**config.mk**
```make
export PLATFORM = sky130hd
export DESIGN_NAME = irq_dma_router
export DESIGN_NICKNAME = d
export VERILOG_FILES = /design/src/rtl/irq_rtr_pkg.sv /design/src/rtl/rtr_cfg_regs.sv /design/src/rtl/rtr_irq_steer.sv /design/src/rtl/rtr_dma_steer.sv /design/src/rtl/irq_dma_router.sv
export SDC_FILE = /design/constraint.sdc
export NUM_CORES = 1
export LEC_CHECK = 0
export ABC_CLOCK_PERIOD_IN_PS = 4150
export CELL_PAD_IN_SITES_DETAIL_PLACEMENT = 1
export CELL_PAD_IN_SITES_GLOBAL_PLACEMENT = 2
export CORE_MARGIN = 5
export CORE_UTILIZATION = 29
export DETAILED_ROUTE_END_ITERATION = 6
export PLACE_DENSITY_LB_ADDON = 0.15
export RECOVER_POWER = 50
export SYNTH_ARGS = -nofsm -noshare
export SYNTH_HDL_FRONTEND = slang
export SYNTH_HIERARCHICAL = 1
export SYNTH_SLANG_ARGS = --single-unit
```
**constraint.sdc**
```tcl
create_clock -name clk -period 4.15 [get_ports clk]
set_input_delay 1.0375 -clock clk [delete_from_list [all_inputs] [get_ports clk]]
set_output_delay 1.0375 -clock clk [all_outputs]
set_load 0.01 [all_outputs]
```
**src/rtl/irq_rtr_pkg.sv**
```systemverilog
package irq_rtr_pkg;
    localparam int BRD_IRQS  = 2;   // on-board interrupt sources
    localparam int BASE_IRQS = 6;   // bus interrupt lines owned in every mode
    localparam int DMA_CHANS = 2;   // bus DMA channels / extra interrupt lines
    localparam int SEL_W     = 4;   // routing field width: enable + index
    localparam int LINE_W    = SEL_W - 1;
    localparam int ALL_LINES = BASE_IRQS + DMA_CHANS;
    localparam int CFG_AW    = $clog2(BRD_IRQS + 2);

    typedef enum logic [1:0] {
        RM_DMA  = 2'b00,
        RM_EXT  = 2'b01,
        RM_RSV2 = 2'b10,
        RM_RSV3 = 2'b11
    } rtr_mode_e;

    typedef struct packed {
        rtr_mode_e                          mode;
        logic [BRD_IRQS-1:0][SEL_W-1:0]     irq_sel;
        logic [SEL_W-1:0]                   dma_sel;
    } rtr_cfg_t;
endpackage

```
**src/rtl/rtr_cfg_regs.sv**
```systemverilog
module rtr_cfg_regs
    import irq_rtr_pkg::*;
(
    input  logic              clk,
    input  logic              rst_n,
    input  logic              we,
    input  logic [CFG_AW-1:0] addr,
    input  logic [SEL_W-1:0]  wdata,
    output rtr_cfg_t          cfg_q
);
    localparam int DMA_ADDR = BRD_IRQS + 1;

    rtr_cfg_t cfg_d;

    always_comb begin
        cfg_d = cfg_q;
        if (we) begin
            if (addr == '0)
                cfg_d.mode = rtr_mode_e'(wdata[1:0]);
            for (int k = 0; k < BRD_IRQS; k++)
                if (int'(addr) == k + 1)
                    cfg_d.irq_sel[k] = wdata;
            if (int'(addr) == DMA_ADDR)
                cfg_d.dma_sel = wdata;
        end
    end

    always_ff @(posedge clk or negedge rst_n) begin
        if (!rst_n) cfg_q <= '0;
        else        cfg_q <= cfg_d;
    end


    reset_clear_chk: assert property (@(posedge clk) disable iff (!rst_n)
        $rose(rst_n) |-> (cfg_q == '0));

    mode_load_chk: assert property (@(posedge clk) disable iff (!rst_n)
        (we && addr == '0) |=> (cfg_q.mode == $past(wdata[1:0])));

    hold_chk: assert property (@(posedge clk) disable iff (!rst_n)
        !we |=> $stable(cfg_q));
endmodule

```
**src/rtl/rtr_irq_steer.sv**
```systemverilog
module rtr_irq_steer
    import irq_rtr_pkg::*;
(
    input  logic [BRD_IRQS-1:0]             req,
    input  logic [BRD_IRQS-1:0][SEL_W-1:0]  sel,
    input  logic [LINE_W:0]                 n_lines,
    output logic [ALL_LINES-1:0]            line_req,
    output logic [ALL_LINES-1:0]            line_hit
);
    for (genvar i = 0; i < ALL_LINES; i++) begin : g_line
        logic [BRD_IRQS-1:0] hit;
        always_comb begin
            for (int k = 0; k < BRD_IRQS; k++)
                hit[k] = sel[k][SEL_W-1]
                      && (int'(sel[k][LINE_W-1:0]) == i)
                      && (i < int'(n_lines));
        end
        assign line_hit[i] = |hit;
        assign line_req[i] = |(hit & req);
    end
endmodule

```
**src/rtl/rtr_dma_steer.sv**
```systemverilog
module rtr_dma_steer
    import irq_rtr_pkg::*;
(
    input  logic                  active,
    input  logic [SEL_W-1:0]      sel,
    input  logic                  drq,
    input  logic [DMA_CHANS-1:0]  dack_n,
    output logic [DMA_CHANS-1:0]  chan_req,
    output logic [DMA_CHANS-1:0]  chan_hit,
    output logic                  brd_dack_n
);
    for (genvar j = 0; j < DMA_CHANS; j++) begin : g_chan
        assign chan_hit[j] = active && sel[SEL_W-1]
                          && (int'(sel[LINE_W-1:0]) == j);
        assign chan_req[j] = chan_hit[j] & drq;
    end

    always_comb begin
        brd_dack_n = 1'b1;
        for (int j = 0; j < DMA_CHANS; j++)
            if (chan_hit[j]) brd_dack_n = dack_n[j];
    end
endmodule

```
**src/rtl/irq_dma_router.sv**
```systemverilog
module irq_dma_router
    import irq_rtr_pkg::*;
(
    input  logic                  clk,
    input  logic                  rst_n,
    input  logic                  cfg_we,
    input  logic [CFG_AW-1:0]     cfg_addr,
    input  logic [SEL_W-1:0]      cfg_wdata,
    input  logic [BRD_IRQS-1:0]   brd_irq,
    input  logic                  brd_drq,
    input  logic                  cs2_n,
    input  logic                  cs3_n,
    input  logic [DMA_CHANS-1:0]  bus_dack_n,
    output logic [BASE_IRQS-1:0]  bus_irq,
    output logic [BASE_IRQS-1:0]  bus_irq_oe,
    output logic [DMA_CHANS-1:0]  bus_drq,
    output logic [DMA_CHANS-1:0]  bus_drq_oe,
    output logic                  brd_dack_cs3_n,
    output logic                  pin_drq_o,
    output logic                  pin_drq_oe,
    output logic [DMA_CHANS-1:0]  ext_addr_hi
);
    rtr_cfg_t cfg_q;
    logic     is_dma, is_ext;
    logic [LINE_W:0]          n_lines;
    logic [ALL_LINES-1:0]     line_req, line_hit;
    logic [DMA_CHANS-1:0]     chan_req, chan_hit;
    logic                     dma_dack_n;

    rtr_cfg_regs u_cfg (
        .clk   (clk),
        .rst_n (rst_n),
        .we    (cfg_we),
        .addr  (cfg_addr),
        .wdata (cfg_wdata),
        .cfg_q (cfg_q)
    );

    assign is_dma = (cfg_q.mode == RM_DMA);
    assign is_ext = (cfg_q.mode == RM_EXT);

    always_comb begin
        unique case (cfg_q.mode)
            RM_DMA:  n_lines = (LINE_W+1)'(BASE_IRQS);
            RM_EXT:  n_lines = (LINE_W+1)'(ALL_LINES);
            default: n_lines = '0;
        endcase
    end

    rtr_irq_steer u_irq (
        .req      (brd_irq),
        .sel      (cfg_q.irq_sel),
        .n_lines  (n_lines),
        .line_req (line_req),
        .line_hit (line_hit)
    );

    rtr_dma_steer u_dma (
        .active     (is_dma),
        .sel        (cfg_q.dma_sel),
        .drq        (brd_drq),
        .dack_n     (bus_dack_n),
        .chan_req   (chan_req),
        .chan_hit   (chan_hit),
        .brd_dack_n (dma_dack_n)
    );

    assign bus_irq    = line_req[BASE_IRQS-1:0];
    assign bus_irq_oe = line_hit[BASE_IRQS-1:0];

    always_comb begin
        if (is_ext) begin
            bus_drq        = line_req[ALL_LINES-1:BASE_IRQS];
            bus_drq_oe     = line_hit[ALL_LINES-1:BASE_IRQS];
            brd_dack_cs3_n = cs3_n;
            pin_drq_o      = cs2_n;
            pin_drq_oe     = 1'b1;
            ext_addr_hi    = bus_dack_n;
        end else begin
            bus_drq        = chan_req;
            bus_drq_oe     = chan_hit;
            brd_dack_cs3_n = dma_dack_n;
            pin_drq_o      = 1'b1;
            pin_drq_oe     = 1'b0;
            ext_addr_hi    = '0;
        end
    end


    one_chan_chk: assert property (@(posedge clk) disable iff (!rst_n)
        is_dma |-> $onehot0(bus_drq_oe));

    dack_source_chk: assert property (@(posedge clk) disable iff (!rst_n)
        (is_dma && !brd_dack_cs3_n) |-> (bus_dack_n != '1));

    reserved_quiet_chk: assert property (@(posedge clk) disable iff (!rst_n)
        cfg_q.mode[1] |-> (bus_irq_oe == '0 && bus_drq_oe == '0 && brd_dack_cs3_n));

    ext_pins_chk: assert property (@(posedge clk) disable iff (!rst_n)
        is_ext |-> (pin_drq_oe && ext_addr_hi == bus_dack_n));

    idle_low_chk: assert property (@(posedge clk) disable iff (!rst_n)
        ((bus_irq & ~bus_irq_oe) == '0) && ((bus_drq & ~bus_drq_oe) == '0));
endmodule

```
After elaboration in Yosys (flattened, before gate mapping)
Index checks and enable logic that the tools add are counted.

word-level totals
  logic and storage cells = 110
  output and inout bits = 21
  register bits = 14

cells by class
  reductions and logical operators = 60
  equal/unequal tests = 19
  multiplexer cells = 9
  order comparisons = 8
  bitwise operators = 10

operators by type and width
  kind                  number
  $logic_and A1 B1 Y1   35
  $reduce_or A2 Y1      16
  $eq A3 B3 Y1 const B  8
  $and A2 B2 Y2         8
  $lt A3 B4 Y1 const A  4
  $eq A3 B2 Y1 const B  5
  $logic_not A3 Y1      3
  $lt A1 B4 Y1 const A  2
  $lt A2 B4 Y1 const A  2
  $pmux W4 S2           1
  $reduce_and A2 Y1     4
  $eq A3 B1 Y1 const B  2
  $mux W2               3
  $mux W1               5
  $eq A2 B1 Y1 const B  2
  $eq A2 B2 Y1 const B  2
  $logic_not A2 Y1      2
  $and A1 B1 Y1         2

Logic depth before layout (Yosys ltp)
Gate-level depths: netlist of the first run.

  word-level depth = 7
  depth in mapped cells = 6
  depth with buffers taken out = 4

Hierarchy
Netlist of the first run, hierarchy kept.

by module, submodules not included
  module          instances  cells each  area each (µm²)  seq. area each (µm²)
  rtr_cfg_regs    1          32          540.5            350.3
  rtr_irq_steer   1          60          404.1            0.0
  irq_dma_router  1          12          126.4            0.0
  rtr_dma_steer   1          7           53.8             0.0

Least setup slack after synthesis of the first run
No wires, ideal clock.

  path kind = input-to-output
  start = input port brd_irq[0]
  end = output port bus_drq[1]
  path slack = 1.463 ns
  data required time = 3.113 ns
  arrival = 1.650 ns
  stages on the path = 4
  path buffers = 1
  cells stage by stage = bufbuf_8 -> inv_1 -> o22ai_1 -> mux2_4

between the ends
  longest elaborated chain between the ends = 3

ends and longest elaborated chain
  what              RTL line              text
  start, declared   irq_dma_router.sv:9   input logic [BRD_IRQS-1:0] brd_irq,
  $and A2 B2 Y2     rtr_irq_steer.sv:19   assign line_req[i] = |(hit & req);
  $reduce_or A2 Y1  rtr_irq_steer.sv:19
  net line_req[7]   irq_dma_router.sv:26  logic [ALL_LINES-1:0] line_req, line_hit;
  $mux W2           irq_dma_router.sv:72  if (is_ext) begin
  end, declared     irq_dma_router.sv:16  output logic [DMA_CHANS-1:0] bus_drq,

The timed path passes the listed nets, and every way through them passes these cells.

Worst setup path after layout of the first run
  start = input port brd_irq[1]
  end = output port bus_irq[1]

between the ends
  longest elaborated chain between the ends = 2

ends and longest elaborated chain
  what              RTL line              text
  $and A2 B2 Y2     rtr_irq_steer.sv:19
  $reduce_or A2 Y1  rtr_irq_steer.sv:19
  end, declared     irq_dma_router.sv:14  output logic [BASE_IRQS-1:0] bus_irq,

Every way passes these cells.

==> results of run 1 <==
metal layers:
layer	GRT usage, %	up-vias
met5	0	-
met4	3.132	0
met3	1.385	2
met2	20.83	15
met1	14.16	481
li1	-	483
metrics by stage:
| step | util (%) | total power [mW] | setup slack (ns) | instance area (um2) | cells |
|---|---|---|---|---|---|
| global placement | 40.64 | 0.4128 | 0.4043 | 1510 | 194 |
| floorplan | - | 0.3372 | 1.463 | 1136 | 114 |
| CTS | 42.12 | 0.5507 | 0.4084 | 1565 | 198 |
| detailed placement | 40.64 | 0.4198 | 0.4079 | 1510 | 194 |
| finish | 41.99 | 0.5400 | 0.4205 | 1560 | 198 |
| global route | 41.99 | 0.5774 | 0.3368 | 1560 | 198 |
placed cells by master, fill, tap and decap left out, drive strengths merged, types with 2 or more instances in the layout:
cell,synthesis,routed
clkdlybuf4s50,0,34
mux2,19,19
dfrtp,14,14
nor2,13,13
nand3,7,7
a22oi,6,6
and2,4,4
clkbuf,0,4
conb,1,4
a21oi,4,4
nand2,3,3
a32oi,3,3
inv,3,3
nand3b,3,3
nor2b,3,3
and2b,3,3
dlygate4sd3,0,2
nor3b,2,2
and3b,2,2
and3,2,2
Yosys cell counts, drive strengths merged, types with 2 or more instances:
library cell	count	share of area [%]
a32oi	3	2.3
buf	4	3.1
dfrtp	14	31
and2b	3	2.3
nor2b	3	2.3
inv	3	1.0
and2	4	2.2
a22oi	6	4.0
nand3	7	3.1
and3b	2	1.7
nor3b	2	2.2
nor2	13	5.0
mux2	19	21
and3	2	1.2
a21oi	4	1.8
nand2	3	1.0
nand3b	3	3.1
layout make-up:
type / count / area (um2) / share of cell area (%)
inverters: 3 / 11.26 / 0.7217
flip-flops and latches: 14 / 350.3 / 22.45
repair buffers: 37 / 367.9 / 23.58
well taps: 48 / 60.06 / 3.849
clock buffers: 4 / 55.05 / 3.528
multi-input cells: 92 / 715.7 / 45.87
logic make-up after synthesis:
family / share of synthesized area [%]
AOI/OAI and AO/OA: 12.24
buffers and inverters: 5.784
DFF: 31.15
muxes: 21.58
other: 0.3334
and+or+nand+nor: 28.92
where the power goes:
part	switching, mW	internal, mW	leakage, nW	total [mW]
Combinational	0.101	0.118	0.446	0.219
Clock	0.0434	0.0838	0.0288	0.127
Sequential	0.0313	0.163	0.166	0.194
worst paths after layout:
kind / startpoint / to / depth (start not counted)
worst max-delay path: brd_irq[1] / bus_irq[1] / 5
max in group asynchronous: rst_n / u_cfg/cfg_q[11] / 1
worst min register to register: u_cfg/cfg_q[1] / u_cfg/cfg_q[1] / 1
worst min-delay path: u_cfg/cfg_q[1] / u_cfg/cfg_q[1] / 1
worst max register to register: u_cfg/cfg_q[9] / u_cfg/cfg_q[9] / 1
min in group asynchronous: rst_n / u_cfg/cfg_q[3] / 1
==> impl_metrics.prom, run 1 <==
# TYPE chip_impl_metric gauge
chip_impl_metric{name="estimated_wirelength_of_the_detail_placed_design",unit="um"} 2405
chip_impl_metric{name="post_synth_instance_area",unit="mm2"} 0.001125
chip_impl_info{name="largest_registers",value="u_cfg/cfg_q (14)"} 1
chip_impl_info{name="cp_slowest_cell",value="sky130_fd_sc_hd__clkdlybuf4s50_1"} 1
chip_impl_metric{name="global_route_wire_length_before_repair",unit="um"} 4836
chip_impl_metric{name="detailedRoute.firstPassIterationCount",unit=""} 4
chip_impl_metric{name="fillCellCount",unit=""} 428
chip_impl_metric{name="timing.final.crit_share",unit="%"} 89.87
chip_impl_info{name="setup.worst_path.class",value="in -> out"} 1
chip_impl_metric{name="finalSetupViolations",unit=""} 0
chip_impl_metric{name="max_cap_viol_count",unit=""} 0
chip_impl_metric{name="synth_cells",unit=""} 111
chip_impl_metric{name="cts.sink_count",unit=""} 14
chip_impl_metric{name="final_layout_size_suffix_gt1_share",unit="%"} 22.00
chip_impl_metric{name="vdd_ir_max",unit="mV"} 0.1969
chip_impl_metric{name="globalRoute.totalOverflow",unit=""} 0
chip_impl_metric{name="floorplan.die_area",unit="mm2"} 0.005224
chip_impl_metric{name="report.final.hold_viol_count",unit=""} 0
chip_impl_metric{name="slew-limit-headroom",unit="%"} 58.00
chip_impl_metric{name="num_antenna_cells",unit=""} 0
chip_impl_metric{name="finalWirelength",unit="um"} 2889
chip_impl_metric{name="achievable_frequency",unit="MHz"} 268.1
chip_impl_metric{name="synth-seq-area-share",unit="%"} 31.15
chip_impl_info{name="outcome",value="finished, final reports clean"} 1
chip_impl_metric{name="clock_tree_buffer_depth",unit=""} 2
chip_impl_metric{name="number_of_antenna_violations_at_the_first_check_in_global_routing",unit=""} 0
chip_impl_info{name="dominantRegCellSynth",value="sky130_fd_sc_hd__dfrtp_1"} 1
chip_impl_metric{name="p_leak",unit="nW"} 0.6403
chip_impl_metric{name="m1WireLength",unit="um"} 1193
chip_impl_metric{name="flip_flop_count_of_the_largest_register_after_layout",unit=""} 14
chip_impl_metric{name="finalCriticalPeriod",unit="ns"} 3.729
chip_impl_info{name="cp_cell_sequence",value="clkdlybuf4s50_1, inv_1, or3_1, a21oi_1, clkdlybuf4s50_1"} 1
chip_impl_metric{name="tritoncts.num_buffers",unit=""} 3
chip_impl_metric{name="synth_async_sr_flop_share",unit="%"} 100.0
chip_impl_metric{name="synthDistinctLibCells",unit=""} 43
chip_impl_info{name="hp_class",value="reg -> reg"} 1
chip_impl_metric{name="worstPathRequired",unit="ns"} 3.11
chip_impl_metric{name="floorplan.rows",unit=""} 22
chip_impl_metric{name="finalClockSkew",unit="ns"} 0
chip_impl_metric{name="core-area",unit="mm2"} 0.003716
chip_impl_metric{name="crit_buf_inv",unit=""} 3
chip_impl_metric{name="synth_enable_flop_cells",unit=""} 0
chip_impl_metric{name="die_height",unit="um"} 72.28
chip_impl_info{name="critical_path.top_delay_family",value="buffers and inverters"} 1
chip_impl_metric{name="initialDrtViolationCount",unit=""} 22
chip_impl_metric{name="ctsHoldBuffers",unit=""} 0
chip_impl_metric{name="gp_congestion",unit=""} 0.7258
chip_impl_metric{name="cts.reportedPaths.clkPinSlew",unit="ns"} 0.05
chip_impl_metric{name="clk_latency",unit="ns"} 0.24
chip_impl_metric{name="worstMarginPinSlew",unit="ns"} 0.6279
chip_impl_metric{name="cts_resized",unit=""} 0
chip_impl_metric{name="regToRegSetupSlack",unit="ns"} 3.21
chip_impl_metric{name="dr_wl_met2",unit="um"} 1599
chip_impl_info{name="cts_tree",value="yes"} 1
chip_impl_metric{name="num-nets-final",unit=""} 167
chip_impl_metric{name="post_drt_wl_per_cell",unit="um"} 14.59
chip_impl_info{name="max_flop_register",value="u_cfg/cfg_q"} 1
chip_impl_metric{name="ctsHtreeMaxLevel",unit=""} 1
chip_impl_metric{name="grt_pass1_vias",unit=""} 1033
chip_impl_metric{name="power_density",unit="mW/mm2"} 346.1
chip_impl_metric{name="drtAntennaViolNets",unit=""} 0
chip_impl_metric{name="met3WireLength",unit="um"} 85
chip_impl_metric{name="total_global_route_track_usage",unit="%"} 11.48
chip_impl_metric{name="dr_total_vias",unit=""} 981
chip_impl_metric{name="cp_max_fo",unit=""} 5
chip_impl_metric{name="worstPathArrival",unit="ns"} 2.69
chip_impl_metric{name="post_cts_buffers",unit=""} 0
chip_impl_metric{name="drc",unit=""} 0
chip_impl_metric{name="slew_violations",unit=""} 0
chip_impl_metric{name="numPortBuffers",unit=""} 36
chip_impl_metric{name="start_util",unit="%"} 30.27
chip_impl_info{name="startpoint_type",value="input pin"} 1
chip_impl_metric{name="final.setup.tns",unit="ns"} 0
chip_impl_info{name="critical_path.most_common_cell",value="sky130_fd_sc_hd__clkdlybuf4s50_1"} 1
chip_impl_metric{name="ys_seq_elements",unit=""} 14
chip_impl_info{name="cts-root-buf",value="sky130_fd_sc_hd__clkbuf_8"} 1
chip_impl_info{name="grt_setup_unrepaired",value="no"} 1
chip_impl_metric{name="vias_cell",unit=""} 4.955
chip_impl_metric{name="number_of_synthesis_warnings",unit=""} 6
chip_impl_info{name="highest-signal-layer",value="met4"} 1
chip_impl_metric{name="grt_start_max_net_pins",unit=""} 18
chip_impl_info{name="crit_path_end_kind",value="output pin"} 1
chip_impl_metric{name="fp.dieW",unit="um"} 72.28
chip_impl_metric{name="io_pins",unit=""} 37
chip_impl_metric{name="syn_avg_cell_area",unit="um2"} 10.13
chip_impl_metric{name="critPathMaxStageDelay",unit="ns"} 0.56
chip_impl_metric{name="final.hold.worst_slack",unit="ns"} 0.5067
chip_impl_metric{name="layout-area-overhead-vs-synth",unit="%"} 38.71
Note: power is estimated with default switching activity, not from simulation.
==> inputs of run 2 (changes only) <==
Settings changed: CORE_MARGIN 5 to default, GPL_TIMING_DRIVEN from default to 0, HOLD_SLACK_MARGIN from default to 0.1.
==> run 2 against run 1 <==
Effect of this change: largest power group unchanged; sequential share of layout area decreased by 0.32 points; register-to-register slack improved by 0.10 ns; global-route usage increased by 3.9 points; total power decreased by 2.1%; critical endpoint unchanged; via count decreased by 0.31%; sequential power decreased by 3%; fmax decreased by 2.5%; worst hold slack improved by 0.010 ns; cell count increased by 1.0%; clock skew unchanged; combinational power increased by 7%; routed wire length decreased by 1.4%.
==> impl_metrics.prom, run 2 (synthesized netlist as in run 1, its figures left out) <==
# TYPE chip_impl_metric gauge
chip_impl_metric{name="fin_util",unit="%"} 42.91
chip_impl_metric{name="global_route_wire_length_before_repair",unit="um"} 4864
chip_impl_metric{name="layout-area-overhead-vs-synth",unit="%"} 40.71
chip_impl_metric{name="fp.dieW",unit="um"} 64.28
chip_impl_info{name="crit_path_end_kind",value="output pin"} 1
chip_impl_metric{name="io_pins",unit=""} 37
chip_impl_metric{name="layout.cell_area.non_filler",unit="mm2"} 0.001583
chip_impl_metric{name="final.hold.worst_slack",unit="ns"} 0.5170
chip_impl_metric{name="crit_buf_inv",unit=""} 3
chip_impl_info{name="most-common-layout-cells",value="33 x sky130_fd_sc_hd__clkdlybuf4s50_1, 14 x sky130_fd_sc_hd__dfrtp_1, 13 x sky130_fd_sc_hd__mux2_2"} 1
chip_impl_metric{name="flip_flop_count_of_the_largest_register_after_layout",unit=""} 14
chip_impl_metric{name="slew-limit-headroom",unit="%"} 38.32
chip_impl_metric{name="switching_power",unit="uW"} 175.0
chip_impl_metric{name="finalCriticalPeriod",unit="ns"} 3.826
chip_impl_metric{name="num-nets-final",unit=""} 170
chip_impl_info{name="cts-root-buf",value="sky130_fd_sc_hd__clkbuf_8"} 1
chip_impl_metric{name="tritoncts.num_buffers",unit=""} 3
chip_impl_metric{name="die_height",unit="um"} 64.28
chip_impl_metric{name="placed_cells",unit=""} 197
chip_impl_metric{name="grt_start_max_net_pins",unit=""} 15
chip_impl_metric{name="ff2ff_path_depth",unit=""} 1
chip_impl_info{name="critical_path.top_delay_family",value="buffers and inverters"} 1
chip_impl_info{name="largest_registers",value="u_cfg/cfg_q (14)"} 1
chip_impl_metric{name="reg_power_share",unit="%"} 35.8
chip_impl_metric{name="drc",unit=""} 0
chip_impl_metric{name="initialDrtViolationCount",unit=""} 35
chip_impl_metric{name="timing.final.crit_share",unit="%"} 92.20
chip_impl_metric{name="number_of_gates_on_the_worst_path_with_buffers_counted",unit=""} 5
chip_impl_metric{name="dr_total_vias",unit=""} 978
chip_impl_metric{name="numPortBuffers",unit=""} 35
chip_impl_metric{name="finalSetupViolations",unit=""} 0
chip_impl_metric{name="power_switching_share",unit="%"} 33.12
chip_impl_metric{name="total_global_route_track_usage",unit="%"} 15.41
chip_impl_metric{name="achievable_frequency",unit="MHz"} 261.4
chip_impl_metric{name="worstMarginPinSlew",unit="ns"} 0.9219
chip_impl_metric{name="num_antenna_cells",unit=""} 0
chip_impl_metric{name="floorplan.die_area",unit="mm2"} 0.004132
chip_impl_metric{name="gp_congestion",unit=""} 0.7680
chip_impl_info{name="cp_slowest_cell",value="sky130_fd_sc_hd__clkdlybuf4s50_1"} 1
chip_impl_metric{name="worstPathArrival",unit="ns"} 2.79
chip_impl_metric{name="estimated_wirelength_of_the_detail_placed_design",unit="um"} 2327
chip_impl_info{name="cp-endpoint",value="bus_irq[1]"} 1
chip_impl_metric{name="timing.final.ws_setup",unit="ns"} 0.3239
chip_impl_metric{name="clock_tree_buffer_depth",unit=""} 2
chip_impl_metric{name="cts.sink_count",unit=""} 14
chip_impl_metric{name="internal_power",unit="uW"} 353.4
chip_impl_metric{name="floorplan.rows",unit=""} 22
chip_impl_info{name="critical_path.most_common_cell",value="sky130_fd_sc_hd__clkdlybuf4s50_1"} 1
chip_impl_metric{name="core-area",unit="mm2"} 0.003689
chip_impl_metric{name="final.setup.tns",unit="ns"} 0
chip_impl_metric{name="number_of_antenna_violations_at_the_first_check_in_global_routing",unit=""} 0
chip_impl_info{name="max_flop_register",value="u_cfg/cfg_q"} 1
chip_impl_metric{name="power_frac_comb",unit="%"} 44.4
chip_impl_metric{name="ctsHtreeMaxLevel",unit=""} 1
chip_impl_metric{name="detailedRoute.firstPassIterationCount",unit=""} 4
chip_impl_metric{name="vdd_ir_max",unit="mV"} 0.1911
chip_impl_info{name="crit_path_start",value="brd_irq[1]"} 1
chip_impl_metric{name="finalPower",unit="uW"} 528.4
chip_impl_metric{name="finalClockSkew",unit="ns"} 0
chip_impl_metric{name="clk_latency",unit="ns"} 0.24
chip_impl_metric{name="globalRoute.totalOverflow",unit=""} 0
chip_impl_metric{name="final_cells",unit=""} 200
chip_impl_info{name="r2r_start",value="u_cfg/cfg_q[8]"} 1
chip_impl_metric{name="report.final.hold_viol_count",unit=""} 0
chip_impl_metric{name="max_cap_viol_count",unit=""} 0
chip_impl_metric{name="post_cts_buffers",unit=""} 0
chip_impl_metric{name="placement.setup.worst_slack",unit="ns"} 0.3336
chip_impl_metric{name="drtAntennaViolNets",unit=""} 0
chip_impl_metric{name="ctsHoldBuffers",unit=""} 0
chip_impl_info{name="outcome",value="finished, final reports clean"} 1
chip_impl_metric{name="clockPowerShare",unit="%"} 19.8
chip_impl_info{name="setup.worst_path.class",value="in -> out"} 1
chip_impl_metric{name="cts.reportedPaths.clkPinSlew",unit="ns"} 0.05
chip_impl_metric{name="final_layout_size_suffix_gt1_share",unit="%"} 23.03
chip_impl_info{name="grt_setup_unrepaired",value="no"} 1
chip_impl_metric{name="cts_resized",unit=""} 0
chip_impl_info{name="cts_tree",value="yes"} 1
chip_impl_metric{name="start_util",unit="%"} 30.50
chip_impl_metric{name="whs_path_depth",unit=""} 1
chip_impl_metric{name="vias_cell",unit=""} 4.890
chip_impl_metric{name="post_drt_wl_per_cell",unit="um"} 14.24
chip_impl_info{name="timing.rr.end",value="u_cfg/cfg_q[8]"} 1
chip_impl_metric{name="regToRegSetupSlack",unit="ns"} 3.31
chip_impl_info{name="hp_class",value="reg -> reg"} 1
chip_impl_info{name="final_common_cell",value="sky130_fd_sc_hd__clkdlybuf4s50_1"} 1
chip_impl_metric{name="slew_violations",unit=""} 0
chip_impl_metric{name="worstPathRequired",unit="ns"} 3.11
chip_impl_metric{name="power_density",unit="mW/mm2"} 333.9
chip_impl_metric{name="critPathMaxStageDelay",unit="ns"} 0.57
chip_impl_metric{name="dpl-instance-area",unit="mm2"} 0.001546
chip_impl_metric{name="cp_max_fo",unit=""} 5
chip_impl_metric{name="p_leak",unit="nW"} 0.6578
chip_impl_metric{name="finalWirelength",unit="um"} 2848
chip_impl_info{name="cp_cell_sequence",value="clkdlybuf4s50_1, inv_1, or3_1, a21oi_1, clkdlybuf4s50_1"} 1
chip_impl_info{name="startpoint_type",value="input pin"} 1
chip_impl_metric{name="grt_pass1_vias",unit=""} 986
run 2: cell count changes in the layout (fill, tap and decap cells not counted):
cell / before / now
sky130_fd_sc_hd__buf_6: 0 / 2
sky130_fd_sc_hd__mux2_1: 0 / 1
sky130_fd_sc_hd__clkdlybuf4s50_1: 34 / 33
sky130_fd_sc_hd__buf_2: 0 / 1
sky130_fd_sc_hd__clkbuf_8: 4 / 3
sky130_fd_sc_hd__bufbuf_8: 0 / 1
sky130_fd_sc_hd__mux2_2: 14 / 13
run 2: area by class of cell:
| class | instances | area [um2] |
|---|---|---|
| multi-input combinational | 92 | 715.7 |
| inverter | 3 | 11.26 |
| tap | 48 | 60.06 |
| fill | 436 | 2106 |
| timing repair buffer | 35 | 350.3 |
| sequential | 14 | 350.3 |
| buffer | 5 | 53.80 |
| clock buffer | 3 | 41.29 |
run 2: worst min path at each step:
stage | start | endpoint | slack [ns]
CTS | u_cfg/cfg_q[2] | u_cfg/cfg_q[2] | 0.52
global placement | u_cfg/cfg_q[1] | u_cfg/cfg_q[1] | 0.48
global route | u_cfg/cfg_q[6] | u_cfg/cfg_q[6] | 0.54
finish | u_cfg/cfg_q[1] | u_cfg/cfg_q[1] | 0.52
detailed placement | u_cfg/cfg_q[2] | u_cfg/cfg_q[2] | 0.50
floorplan | u_cfg/cfg_q[3] | u_cfg/cfg_q[3] | 0.47
run 2: power groups by stage:
stage / registers, mW / logic (mW) / clock network [mW]
final: 0.189 / 0.235 / 0.105
after global routing: 0.194 / 0.259 / 0.119
after CTS: 0.189 / 0.238 / 0.111
after detailed placement: 0.192 / 0.238 / 0
after global placement: 0.189 / 0.233 / 0
after floorplan: 0.184 / 0.153 / 0
run 2: metal layers:
metal  track usage, %  share of wire [%]
met2            26.84                 54
met3            1.429                2.9
met1            18.89                 43
met4            7.222               0.46
met5                0                  0
==> inputs of run 3 (changes only) <==
Settings changed: CELL_PAD_IN_SITES_DETAIL_PLACEMENT 1 to default, CELL_PAD_IN_SITES_GLOBAL_PLACEMENT 2 to default, CORE_UTILIZATION 29 to 46, TNS_END_PERCENT from default to 10.
==> run 3 against run 2 <==
Effect of this change: count of clock-buffer cells in the layout up 1; combinational power down 2%; critical path depth unchanged; cell area down 1.9%; fmax up 1.6%; global-route usage up 4.2 points; die area down 36%; clock skew unchanged; first-iteration DRC count down 46%; largest power group unchanged; highest routed layer unchanged.
==> impl_metrics.prom, run 3 (synthesized netlist as in run 1, its figures left out) <==
# TYPE chip_impl_metric gauge
chip_impl_metric{name="fin_util",unit="%"} 68.87
chip_impl_metric{name="report.final.hold_viol_count",unit=""} 0
chip_impl_metric{name="core-area",unit="mm2"} 0.002255
chip_impl_metric{name="clock_tree_buffer_depth",unit=""} 2
chip_impl_info{name="crit_path_end_kind",value="output pin"} 1
chip_impl_metric{name="worstPathRequired",unit="ns"} 3.11
chip_impl_info{name="cts_tree",value="yes"} 1
chip_impl_metric{name="vias_cell",unit=""} 5.315
chip_impl_metric{name="drc",unit=""} 0
chip_impl_metric{name="slew-limit-headroom",unit="%"} 39.70
chip_impl_metric{name="tritoncts.num_buffers",unit=""} 3
chip_impl_metric{name="worstMarginPinSlew",unit="ns"} 0.9011
chip_impl_metric{name="io_pins",unit=""} 37
chip_impl_metric{name="cp_max_fo",unit=""} 5
chip_impl_info{name="most-common-layout-cells",value="33 x sky130_fd_sc_hd__clkdlybuf4s50_1, 14 x sky130_fd_sc_hd__mux2_2, 14 x sky130_fd_sc_hd__dfrtp_1"} 1
chip_impl_metric{name="timing.final.crit_share",unit="%"} 90.70
chip_impl_metric{name="grt_start_max_net_pins",unit=""} 15
chip_impl_metric{name="p_leak",unit="nW"} 0.6569
chip_impl_metric{name="num-nets-final",unit=""} 170
chip_impl_metric{name="ctsHoldBuffers",unit=""} 0
chip_impl_info{name="grt_setup_unrepaired",value="no"} 1
chip_impl_metric{name="gp_congestion",unit=""} 0.8931
chip_impl_metric{name="detailedRoute.firstPassIterationCount",unit=""} 4
chip_impl_metric{name="achievable_frequency",unit="MHz"} 265.7
chip_impl_info{name="largest_registers",value="u_cfg/cfg_q (14)"} 1
chip_impl_metric{name="placed_cells",unit=""} 177
chip_impl_metric{name="final_layout_size_suffix_gt1_share",unit="%"} 24.18
chip_impl_metric{name="power_density",unit="mW/mm2"} 330.0
chip_impl_info{name="final_common_cell",value="sky130_fd_sc_hd__clkdlybuf4s50_1"} 1
chip_impl_info{name="hp_class",value="reg -> reg"} 1
chip_impl_metric{name="ctsHtreeMaxLevel",unit=""} 1
chip_impl_metric{name="flip_flop_count_of_the_largest_register_after_layout",unit=""} 14
chip_impl_metric{name="final.setup.tns",unit="ns"} 0
chip_impl_metric{name="final.hold.worst_slack",unit="ns"} 0.5057
chip_impl_metric{name="numPortBuffers",unit=""} 35
chip_impl_metric{name="post_drt_wl_per_cell",unit="um"} 13.03
chip_impl_metric{name="total_area_of_multi_input_combinational_cells",unit="um2"} 715.7
chip_impl_metric{name="start_util",unit="%"} 49.89
chip_impl_metric{name="grt_pass1_vias",unit=""} 907
chip_impl_metric{name="die_height",unit="um"} 51.45
chip_impl_metric{name="num_antenna_cells",unit=""} 0
chip_impl_metric{name="slew_violations",unit=""} 0
chip_impl_info{name="max_flop_register",value="u_cfg/cfg_q"} 1
chip_impl_metric{name="cts.reportedPaths.clkPinSlew",unit="ns"} 0.08
chip_impl_metric{name="post_cts_buffers",unit=""} 0
chip_impl_metric{name="global_route_wire_length_before_repair",unit="um"} 3850
chip_impl_metric{name="estimated_wirelength_of_the_detail_placed_design",unit="um"} 1904
chip_impl_metric{name="fp.dieW",unit="um"} 51.45
chip_impl_metric{name="cts.sink_count",unit=""} 14
chip_impl_metric{name="initialDrtViolationCount",unit=""} 19
chip_impl_metric{name="cts_resized",unit=""} 0
chip_impl_metric{name="clk_latency",unit="ns"} 0.27
chip_impl_metric{name="finalClockSkew",unit="ns"} 0
chip_impl_metric{name="final_cells",unit=""} 181
chip_impl_info{name="cts-root-buf",value="sky130_fd_sc_hd__clkbuf_4"} 1
chip_impl_metric{name="drtAntennaViolNets",unit=""} 0
chip_impl_metric{name="finalSetupViolations",unit=""} 0
chip_impl_metric{name="finalWirelength",unit="um"} 2358
chip_impl_metric{name="number_of_antenna_violations_at_the_first_check_in_global_routing",unit=""} 0
chip_impl_info{name="setup.worst_path.class",value="in -> out"} 1
chip_impl_metric{name="layout-area-overhead-vs-synth",unit="%"} 38.04
chip_impl_metric{name="max_cap_viol_count",unit=""} 0
chip_impl_info{name="startpoint_type",value="input pin"} 1
chip_impl_metric{name="worstPathArrival",unit="ns"} 2.73
chip_impl_metric{name="total_global_route_track_usage",unit="%"} 19.65
chip_impl_metric{name="fillCellCount",unit=""} 200
chip_impl_metric{name="floorplan.rows",unit=""} 17
chip_impl_metric{name="globalRoute.totalOverflow",unit=""} 0
chip_impl_info{name="outcome",value="finished, final reports clean"} 1
chip_impl_metric{name="floorplan.die_area",unit="mm2"} 0.002647
chip_impl_metric{name="dr_total_vias",unit=""} 962
chip_impl_metric{name="vdd_ir_max",unit="mV"} 0.3178
chip_impl_metric{name="regToRegSetupSlack",unit="ns"} 3.31
chip_impl_metric{name="finalPower",unit="uW"} 512.4
chip_impl_metric{name="finalCriticalPeriod",unit="ns"} 3.764
chip_impl_metric{name="layout.area.seq",unit="um2"} 350.3
run 3: cell count changes in the layout (fill, tap and decap cells not counted):
cell	before	now
sky130_fd_sc_hd__clkbuf_4	0	3
sky130_fd_sc_hd__mux2_1	1	0
sky130_fd_sc_hd__clkbuf_8	3	1
sky130_fd_sc_hd__mux2_2	13	14
run 3: path summary, 6_finish.rpt:
path	start	end	cells past startpoint
worst max-delay path	brd_irq[1]	bus_irq[1]	5
worst min-delay path	u_cfg/cfg_q[1]	u_cfg/cfg_q[1]	1
worst max register to register	u_cfg/cfg_q[8]	u_cfg/cfg_q[8]	1
worst min register to register	u_cfg/cfg_q[1]	u_cfg/cfg_q[1]	1
max in group asynchronous	rst_n	u_cfg/cfg_q[8]	1
min in group asynchronous	rst_n	u_cfg/cfg_q[12]	1
run 3: per-stage QoR:
stage	area, um2	setup WS, ns
floorplan	1136	1.463
global placement	1521	0.4032
detailed placement	1521	0.3899
CTS	1558	0.3839
global route	1553	0.3093
finish	1553	0.3858
run 3: layout make-up:
class | count | share of cell area [%]
plain buffers | 5 | 3.465
clock buffers | 4 | 2.337
inverters | 3 | 0.7252
multi-input cells | 92 | 46.09
flip-flops and latches | 14 | 22.56
well taps | 28 | 2.256
repair buffers | 35 | 22.56
run 3: power breakdown:
| part | internal [mW] | leakage [nW] | total [mW] | switching [mW] |
|---|---|---|---|---|
| sequential | 0.162 | 0.166 | 0.188 | 0.0254 |
| clock | 0.0533 | 0.0210 | 0.0946 | 0.0413 |
| combinational | 0.127 | 0.470 | 0.230 | 0.103 |
run 3: critical path, cell delays in order:
cell and delay, ns:
sky130_fd_sc_hd__clkdlybuf4s50_1 0.57, sky130_fd_sc_hd__inv_1 0.08, sky130_fd_sc_hd__or3_1 0.34, sky130_fd_sc_hd__a21oi_1 0.14, sky130_fd_sc_hd__clkdlybuf4s50_1 0.55
run 3: per-layer routing:
| layer | vias up | wire length (um) | global-route usage, % |
|---|---|---|---|
| met4 | 0 | 14 | 9.459 |
| li1 | 495 | - | - |
| met1 | 446 | 1083 | 24.63 |
| met5 | - | 0 | 0 |
| met2 | 19 | 1195 | 33.55 |
| met3 | 2 | 63 | 1.786 |
